### src/rtl/save_xfer_sender.sv
module save_xfer_sender #(
  parameter int TW         = 16,
  parameter int NAME_LEN   = 12,
  parameter int CHUNK_LEN  = 128,
  parameter int BLK_CHUNKS = 4
) (
  input  logic                  clk,
  input  logic                  rst_n,
  input  logic                  start,
  input  logic [7:0]            file_type,
  input  logic [7:0]            block_count,
  input  logic [8*NAME_LEN-1:0] file_name,
  input  logic [TW-1:0]         timeout_limit,
  input  logic [7:0]            data_in,
  output logic                  data_ready,
  output logic [7:0]            tx_byte,
  output logic                  tx_valid,
  input  logic                  tx_ready,
  input  logic [7:0]            rx_byte,
  input  logic                  rx_valid,
  input  logic                  echo_err,
  output logic                  done,
  output logic                  abort,
  output logic                  error
);
  localparam int NB = 8 * NAME_LEN;
  localparam int IW = $clog2(CHUNK_LEN > NAME_LEN ? CHUNK_LEN : NAME_LEN);
  localparam int CW = 9 + $clog2(BLK_CHUNKS);

  localparam logic [4:0] S_HELLO = 5'd0,  W_HELLO = 5'd1,  S_REQ   = 5'd2,  S_TYPE  = 5'd3,
                         S_SIZE  = 5'd4,  S_REQT  = 5'd5,  W_GO    = 5'd6,  S_GO    = 5'd7,
                         W_GO2   = 5'd8,  S_NAMEH = 5'd9,  S_NAME  = 5'd10, S_NAMET = 5'd11,
                         W_NAME  = 5'd12, S_CHKH  = 5'd13, S_DATA  = 5'd14, S_CHKT  = 5'd15,
                         W_CHK   = 5'd16, S_PRE   = 5'd17, W_PRE   = 5'd18, S_CMT   = 5'd19,
                         S_CMT1  = 5'd20, S_CMT2  = 5'd21, W_CMT   = 5'd22, S_NEXT  = 5'd23,
                         W_NEXT  = 5'd24;

  typedef enum logic [2:0] {P_IDLE, P_RUN, P_DONE, P_ABORT, P_ERR} phase_t;

  phase_t          phase;
  logic [4:0]      step;
  logic [IW-1:0]   idx;
  logic [CW-1:0]   chunk;
  logic [TW-1:0]   tmr;
  logic [7:0]      type_q, count_q;
  logic [NB-1:0]   name_q;
  logic            waiting, running, fire;
  logic [7:0]      want;
  logic [CW-1:0]   total;

  assign running    = (phase == P_RUN);
  assign tx_valid   = running && !waiting;
  assign fire       = tx_valid && tx_ready;
  assign data_ready = fire && (step == S_DATA);
  assign total      = CW'(count_q) * CW'(BLK_CHUNKS);
  assign done       = (phase == P_DONE);
  assign abort      = (phase == P_ABORT);
  assign error      = (phase == P_ERR);

  always_comb begin
    waiting = 1'b0;
    tx_byte = 8'h00;
    want    = 8'h00;
    case (step)
      S_HELLO: tx_byte = 8'h11;
      S_REQ:   tx_byte = 8'h02;
      S_TYPE:  tx_byte = type_q;
      S_SIZE:  tx_byte = count_q;
      S_REQT, S_NAMET, S_CMT2: tx_byte = 8'hFF;
      S_GO:    tx_byte = 8'h1B;
      S_NAMEH: tx_byte = 8'h06;
      S_NAME:  tx_byte = name_q[NB-1 -: 8];
      S_CHKH:  tx_byte = 8'h04;
      S_DATA:  tx_byte = data_in;
      S_CHKT, S_CMT1: tx_byte = 8'h00;
      S_PRE:   tx_byte = 8'h10;
      S_CMT:   tx_byte = 8'h08;
      S_NEXT:  tx_byte = 8'h50;
      W_HELLO, W_GO2, W_PRE, W_NEXT: begin waiting = 1'b1; want = 8'hE0; end
      W_GO, W_CMT:                   begin waiting = 1'b1; want = 8'h0C; end
      W_NAME:                        begin waiting = 1'b1; want = 8'h0E; end
      W_CHK:                         begin waiting = 1'b1; want = 8'hC0; end
      default: ;
    endcase
  end

  always_ff @(posedge clk or negedge rst_n) begin
    if (!rst_n) begin
      phase   <= P_IDLE;
      step    <= S_HELLO;
      idx     <= '0;
      chunk   <= '0;
      tmr     <= '0;
      type_q  <= '0;
      count_q <= '0;
      name_q  <= '0;
    end else if (phase == P_IDLE) begin
      if (start) begin
        phase   <= P_RUN;
        step    <= S_HELLO;
        idx     <= '0;
        chunk   <= '0;
        tmr     <= '0;
        type_q  <= file_type;
        count_q <= block_count;
        name_q  <= file_name;
      end
    end else if (running) begin
      if (echo_err) begin
        phase <= P_ERR;
      end else if (waiting) begin
        if (rx_valid) begin
          tmr <= '0;
          if (rx_byte != want) begin
            phase <= (step == W_NAME && rx_byte == 8'h0A) ? P_ABORT : P_ERR;
          end else if (step == W_NAME && total == '0) begin
            phase <= P_DONE;
          end else if (step == W_CMT) begin
            if (chunk == total - 1'b1) phase <= P_DONE;
            else begin
              chunk <= chunk + 1'b1;
              step  <= S_NEXT;
            end
          end else if (step == W_NEXT) begin
            step <= S_CHKH;
          end else begin
            step <= step + 1'b1;
          end
        end else if (tmr == timeout_limit - 1'b1) begin
          phase <= P_ERR;
        end else begin
          tmr <= tmr + 1'b1;
        end
      end else if (fire) begin
        if (step == S_NAME) begin
          name_q <= name_q << 8;
          idx    <= (idx == IW'(NAME_LEN - 1)) ? '0 : idx + 1'b1;
          if (idx == IW'(NAME_LEN - 1)) step <= step + 1'b1;
        end else if (step == S_DATA) begin
          idx <= (idx == IW'(CHUNK_LEN - 1)) ? '0 : idx + 1'b1;
          if (idx == IW'(CHUNK_LEN - 1)) step <= step + 1'b1;
        end else begin
          step <= step + 1'b1;
        end
      end
    end
  end
endmodule

### config.mk
export PLATFORM = sky130hd
export DESIGN_NAME = save_xfer_sender
export DESIGN_NICKNAME = d
export VERILOG_FILES = /design/src/rtl/save_xfer_sender.sv
export SDC_FILE = /design/constraint.sdc
export NUM_CORES = 1
export LEC_CHECK = 0
export ABC_CLOCK_PERIOD_IN_PS = 4000
export BUFFER_PORTS_ARGS = -buffer_cell sky130_fd_sc_hd__buf_4
export CAP_MARGIN = 5
export CORE_AREA = 5 5 132 134
export DETAILED_ROUTE_END_ITERATION = 10
export DIE_AREA = 0 0 137 139
export GPL_TIMING_DRIVEN = 0
export PLACE_DENSITY_LB_ADDON = 0.05
export SLEW_MARGIN = 40
export SYNTH_ARGS = -nofsm -noshare
export SYNTH_HDL_FRONTEND = slang
export SYNTH_SLANG_ARGS = --single-unit
### constraint.sdc
create_clock -name clk -period 4 [get_ports clk]
set_input_delay 0.2 -clock clk [delete_from_list [all_inputs] [get_ports clk]]
set_output_delay 0.2 -clock clk [all_outputs]
set_load 0.05 [all_outputs]
# Word-level counts from Yosys, hierarchy flattened
# Cells that the tools add are included.
[totals]
reg_bits = 154
latchBits = 0
ramBits = 0
rom_bits = 0
inputBits = 150
wordCells = 156
n_memories = 0
[classes]
addsub = 6
multipliers = 0
div = 0
n_lt_le_gt_ge = 0
n_eq_ne = 47
shifts = 0
n_mux = 65
bitwise_logic = 0
reduce_logical = 30
[ops]
columns = ["cell", "n"]
rows = [
  ["96-bit two-way mux", 7],
  ["16-bit two-way mux", 7],
  ["11-bit two-way mux", 10],
  ["8-bit case mux with 13 select lines", 1],
  ["5-bit two-way mux", 16],
  ["7-bit two-way mux", 10],
  ["5-bit equality test (second input constant)", 8],
  ["3-bit two-way mux", 12],
  ["5-bit by 4-bit equality test with 1-bit output (second input constant)", 7],
  ["8-bit case mux with 4 select lines", 1],
  ["5-bit by 3-bit equality test with 1-bit output (second input constant)", 4],
  ["6-bit AND reduction", 3],
  ["16-bit by 1-bit adder with 16-bit output (second input constant)", 1],
  ["16-bit equality test", 1],
  ["16-bit by 1-bit subtractor with 16-bit output (second input constant)", 1],
  ["6-bit by 1-bit != test with 1-bit output (second input constant)", 2],
  ["2-bit nonzero test", 6],
  ["11-bit by 1-bit adder with 11-bit output (second input constant)", 1],
  ["11-bit equality test", 1],
  ["11-bit zero test", 1],
  ["10-bit by 1-bit subtractor with 11-bit output (second input constant)", 1],
  ["5-bit by 2-bit equality test with 1-bit output (second input constant)", 2],
  ["10-bit AND reduction", 1],
  ["3-bit != test (second input constant)", 3],
  ["30 further kinds", 41],
]

# Longest topological paths before layout
[logic_depth]
depth_word = 11
depth_mapped = 12
depth_no_buf = 10

# Worst setup path after synthesis
# No wires, ideal clock.
[synth_path]
kind = "register to register"
startpoint = "reg step[0]"
endpoint = "reg name_q[55]"
setup_ns = 0.141
arrival_ns = 2.707
path_slack_ns = 1.152
path_stages_with_launch = 12
synth_period_minus_slack_ns = 2.848
cell_sequence = "dfrtp_1 inv_1 ha_1 nand2b_1 a21oi_1 nor3_1 or3_1 or2_1 a21oi_1 clkbuf_1 buf_1 a31oi_1"
[synth_between]
elab_chain_len = 8
elab_cells_between_ends = 18
[synth_lines]
columns = ["element", "line", "rtl"]
rows = [
  ["from (decl)", "41", "logic [4:0] step;"],
  ["from (signal assigned)", "127", "step <= step + 1'b1;"],
  ["from (signal assigned)", "138", "if (idx == IW'(NAME_LEN - 1)) step <= step + 1'b1;"],
  ["from (signal assigned)", "141", "if (idx == IW'(CHUNK_LEN - 1)) step <= step + 1'b1;"],
  ["5-bit by 4-bit equality test with 1-bit output, or another cell as far along", "64", "case (step)"],
  ["8-bit OR reduction (no line)", "--", ""],
  ["1-bit two-way mux", "64", ""],
  ["1-bit zero test", "52", "assign tx_valid = running && !waiting;"],
  ["1-bit logical AND", "52", ""],
  ["1-bit logical AND", "53", "assign fire = tx_valid && tx_ready;"],
  ["2-bit nonzero test (no line)", "--", ""],
  ["6-bit AND reduction (no line) *", "--", ""],
  ["to (signal assigned)", "106", "name_q <= file_name;"],
  ["to (signal assigned)", "136", "name_q <= name_q << 8;"],
  ["to (decl)", "46", "logic [NB-1:0] name_q;"],
]
# Every way passes the cells marked *; elsewhere a longest branch is shown, timed or not.
# A chain may end at the register's enable or synchronous reset.

# Worst setup path in the final report
[layout_path]
startpoint = "reg step[0]"
endpoint = "reg name_q[79]"
# The elaborated chain is that of the path after synthesis.

==> impl_results.rst <==
.. list-table::
   :header-rows: 1

   * - Metric
     - Value
   * - Run status
     - finished, final reports clean
   * - Fraction of layout cells with a size suffix above 1
     - 0.1894
   * - Total chip power
     - 3.409 mW
   * - Total core area
     - roughly 16000 sq um
   * - Clock Root Buffer
     - sky130_fd_sc_hd__clkbuf_16
   * - Data arrival, critical path
     - 3.92 ns
   * - Net total in the final layout
     - 1413
   * - First DRT Iteration DRCs
     - just over 700
   * - Capturing element type of the critical path
     - flip-flop
   * - Overall overflow remaining after global route
     - 0
   * - Sequential cell area fraction in the yosys report
     - 0.4391
   * - Final max-slew violation count
     - 0
   * - Grt met2 use
     - 0.4129
   * - Power per cell area
     - around 300 nW/um^2
   * - Final worst-path setup slack
     - about 0.36 ns
   * - Launching instance or port of the critical path
     - step[0]$_DFFE_PN0P_
   * - Net count after synthesis
     - 1209
   * - Post-CTS setup-driven buffer insertion count
     - 0
   * - IR drop worst, VDD
     - around 0.00028 V
   * - Antenna diode count
     - 0
   * - Leakage power of the design
     - ~4.8 nW
   * - Area growth syn-to-layout
     - 26.68%
   * - Area taken by flip-flops and latches
     - between 3000 and 4000 sq um
   * - Slew of the pin with the lowest slew margin
     - between 0.7 and 0.8 ns
   * - TritonCTS clock tree
     - yes
   * - CP Max Fanout
     - 10
   * - Initial core utilization
     - 0.5427
   * - Vias in the first global route
     - 8307
   * - Launch instance of the worst register-to-register path
     - step[0]$_DFFE_PN0P_
   * - Total standard cell area after synthesis
     - roughly 8800 sq um
   * - Worst Hold Class
     - in2reg
   * - Dpl ws
     - a little under 0.4 ns
   * - Combined area of the multi-input logic cells
     - 4597 sq um
   * - Number of distinct library cells after synthesis
     - 70
   * - Flop and latch count out of synthesis
     - between 150 and 200
   * - Total die area
     - around 19000 sq um
   * - Setup Crit Path Kind
     - reg2reg
   * - Post-DP HPWL
     - roughly 18000 microns
   * - Clock latency on the worst-skew pair
     - 0.43 ns
   * - Port Buffer Count
     - approximately 160
   * - Instance count of the mapped netlist
     - about 1100
   * - Highest-utilization routing layer at the global route stage
     - met2
   * - Count of standard-cell rows
     - 47
   * - Detailed-route vias per instance
     - ~5.7
   * - Setup Viol. Count Final
     - 0
   * - WL/cell
     - ~17 microns
   * - Number of warnings reported in the yosys synthesis log
     - 0
   * - Destination of the worst register-to-register timing path
     - name_q[79]$_DFFE_PN0P_
   * - RSZ-0062 raised after global routing
     - false
   * - Post-route worst hold slack
     - ~0.010 ns
   * - Residual antenna-violating net count after detailed routing
     - 0
   * - Worst r2r path cells
     - 11
   * - Number of detailed-routing iterations run before antenna repair
     - 7
   * - Floorplan die height
     - 139 microns
   * - Buffer levels on the longest clock path
     - 2
   * - Final clock skew
     - approximately 0.013 ns
   * - Routability cong.
     - roughly 0.94
   * - Maximum number of pins on one net before global-route repair
     - 74
   * - Tightest slew margin relative to the limit
     - 0.4850
   * - Horizontal die dimension
     - 137 microns
   * - Global-route wire length before repair
     - approximately 40000 microns
   * - Most used flip-flop cell after synthesis
     - sky130_fd_sc_hd__dfrtp_1
   * - Total negative slack for setup checks
     - 0 ns
   * - # fillers
     - 1420
   * - Most frequent standard cell in the layout excluding fill and tap cells
     - sky130_fd_sc_hd__nand2_1
   * - Max_cap viols
     - 0
   * - Number of non-filler instances in the completed layout
     - roughly 1500
   * - Total clock buffers created by CTS
     - 17
   * - Met3 GRT Util
     - 0.05152
   * - Commonest cells after routing, fill and taps aside
     - sky130_fd_sc_hd__nand2_1, sky130_fd_sc_hd__buf_4, sky130_fd_sc_hd__dfrtp_1
   * - Final non-filler cell area
     - ~11000 sq um
   * - EDFF count, synth
     - 0
   * - Post-synthesis async set-or-reset flop share
     - 1.000
   * - Critical Path Start Type
     - flip-flop
   * - Final core occ
     - 0.6874
   * - Clock-pin slew of the registers on the worst-case setup and hold paths
     - roughly 0.070 ns
   * - Antenna violations before repair
     - 0
   * - Critical Path Sink
     - name_q[79]$_DFFE_PN0P_
   * - Total number of clock tree sinks
     - approximately 150
   * - Fmax
     - 274.8 MHz
   * - Met1 global-route usage
     - 0.3676
   * - GRT Util Overall
     - 0.2614
   * - H-tree depth reported by CTS
     - 4
   * - Average cell area after synthesis
     - approximately 8.4 sq um
   * - Overall via count from detail_route
     - ~8500
   * - Total routed wirelength
     - 24640 microns
   * - Hold Fails Final Rpt
     - 0
   * - Post-place instance area
     - between 10000 and 15000 sq um
   * - Share of the clock period used by the worst path after layout
     - 0.9097
   * - Register-to-register setup slack
     - roughly 0.36 ns
   * - Cell count after placement
     - 1433
   * - Boundary pin count
     - 163
   * - Clock period minus worst slack
     - between 3 and 4 ns
   * - Number of DRC violations after detailed routing
     - 0
   * - Required time reported for the critical path endpoint
     - about 4.3 ns
## power breakdown
group	switching [mW]	internal, mW	total, mW
Combinational	0.111	0.151	0.263
Sequential	0.0121	1.57	1.58
Clock	0.729	0.835	1.56
## cell type report
| class | count | share of cell area |
|---|---|---|
| Buffer | 61 | 0.02228 |
| Clock buffer | 18 | 0.03950 |
| Clock inverter | 14 | 0.01171 |
| Inverter | 22 | 0.007428 |
| Multi-Input combinational cell | 813 | 0.4135 |
| Sequential cell | 154 | 0.3467 |
| Tap cell | 220 | 0.02476 |
| Timing Repair Buffer | 185 | 0.1342 |
## worst min path at each step
stage	from	endpoint	slack, ns	depth (start not counted)
detailed placement	rst_n	chunk[10]$_DFFE_PN0P_	0.02	1
finish	block_count[5]	count_q[5]$_DFFE_PN0P_	0.01	2
floorplan	rst_n	chunk[0]$_DFFE_PN0P_	-0.1	0
global placement	block_count[1]	count_q[1]$_DFFE_PN0P_	0.42	3
CTS	block_count[5]	count_q[5]$_DFFE_PN0P_	0.0005	2
global route	block_count[5]	count_q[5]$_DFFE_PN0P_	0.006	2
## layer usage
metal,part of all wire,vias up
met5,0,-
met1,0.44,4076
met4,0.019,0
met3,0.068,32
li1,-,4157
met2,0.47,282
## registers in the layout, summed over array words and instances, names as in the netlist
register,flops
tmr,16
count_q,8
name_q,96
phase,3
type_q,8
chunk,11
idx,7
step,5
## kinds of logic (layout without fill, tap and decap cells)
family,Yosys count,after routing,synth area share
muxes,28,28,0.03564
adders and majority gates,9,9,0.01283
DFF,154,154,0.4391
AOI/OAI and AO/OA,234,234,0.1772
buffers and inverters,83,300,0.03764
xor gates and xnor gates,37,37,0.03693
and+or+nand+nor,505,505,0.2606
## cells in the mapped netlist, types with 3 or more instances
cell type,instances,area share
sky130_fd_sc_hd__nand2_1,223,0.095
sky130_fd_sc_hd__dfrtp_1,154,0.44
sky130_fd_sc_hd__nor2_1,132,0.056
sky130_fd_sc_hd__a31oi_1,91,0.065
sky130_fd_sc_hd__clkbuf_1,46,0.020
sky130_fd_sc_hd__o21ai_0,34,0.019
sky130_fd_sc_hd__a21oi_1,27,0.015
sky130_fd_sc_hd__nand3_1,25,0.014
sky130_fd_sc_hd__inv_1,21,0.0090
sky130_fd_sc_hd__xor2_1,21,0.021
sky130_fd_sc_hd__and3_1,20,0.014
sky130_fd_sc_hd__mux2_2,16,0.021
sky130_fd_sc_hd__xnor2_1,16,0.016
sky130_fd_sc_hd__nand2b_1,14,0.010
sky130_fd_sc_hd__nand4_1,14,0.010
sky130_fd_sc_hd__nor3_1,14,0.0080
sky130_fd_sc_hd__o31ai_1,12,0.010
sky130_fd_sc_hd__mux2i_1,11,0.013
sky130_fd_sc_hd__nor4_1,11,0.0078
sky130_fd_sc_hd__buf_2,9,0.0051
sky130_fd_sc_hd__ha_1,9,0.013
sky130_fd_sc_hd__o211ai_1,9,0.0077
sky130_fd_sc_hd__a22o_1,8,0.0080
sky130_fd_sc_hd__nor2b_1,8,0.0057
sky130_fd_sc_hd__a211oi_1,7,0.0060
sky130_fd_sc_hd__or2_2,6,0.0043
sky130_fd_sc_hd__or3_1,6,0.0043
sky130_fd_sc_hd__or4_1,6,0.0051
sky130_fd_sc_hd__and2_1,5,0.0036
sky130_fd_sc_hd__buf_1,5,0.0021
sky130_fd_sc_hd__o22ai_1,5,0.0036
sky130_fd_sc_hd__o311ai_1,5,0.0050
sky130_fd_sc_hd__a22oi_1,4,0.0034
sky130_fd_sc_hd__nand3b_1,4,0.0034
sky130_fd_sc_hd__o41ai_1,4,0.0040
sky130_fd_sc_hd__a211o_1,3,0.0030
sky130_fd_sc_hd__nor3b_1,3,0.0026
## worst max-delay path: stages (launching register included)
cell and delay [ns]:
sky130_fd_sc_hd__dfrtp_1 0.43, sky130_fd_sc_hd__inv_1 0.09, sky130_fd_sc_hd__ha_1 0.31, sky130_fd_sc_hd__nand2b_1 0.18
sky130_fd_sc_hd__a21oi_1 0.17, sky130_fd_sc_hd__nor3_1 0.14, sky130_fd_sc_hd__or3_1 0.42, sky130_fd_sc_hd__or2_1 0.26
sky130_fd_sc_hd__a21oi_1 0.45, sky130_fd_sc_hd__clkbuf_1 0.47, sky130_fd_sc_hd__buf_1 0.41, sky130_fd_sc_hd__a31oi_1 0.15
## repair_timing
item,CTS,global route
gates resized for setup,0,0
hold buffers,22,0
hold endpoints to repair,175,0
No activity file was read; power rests on OpenSTA's default activity.
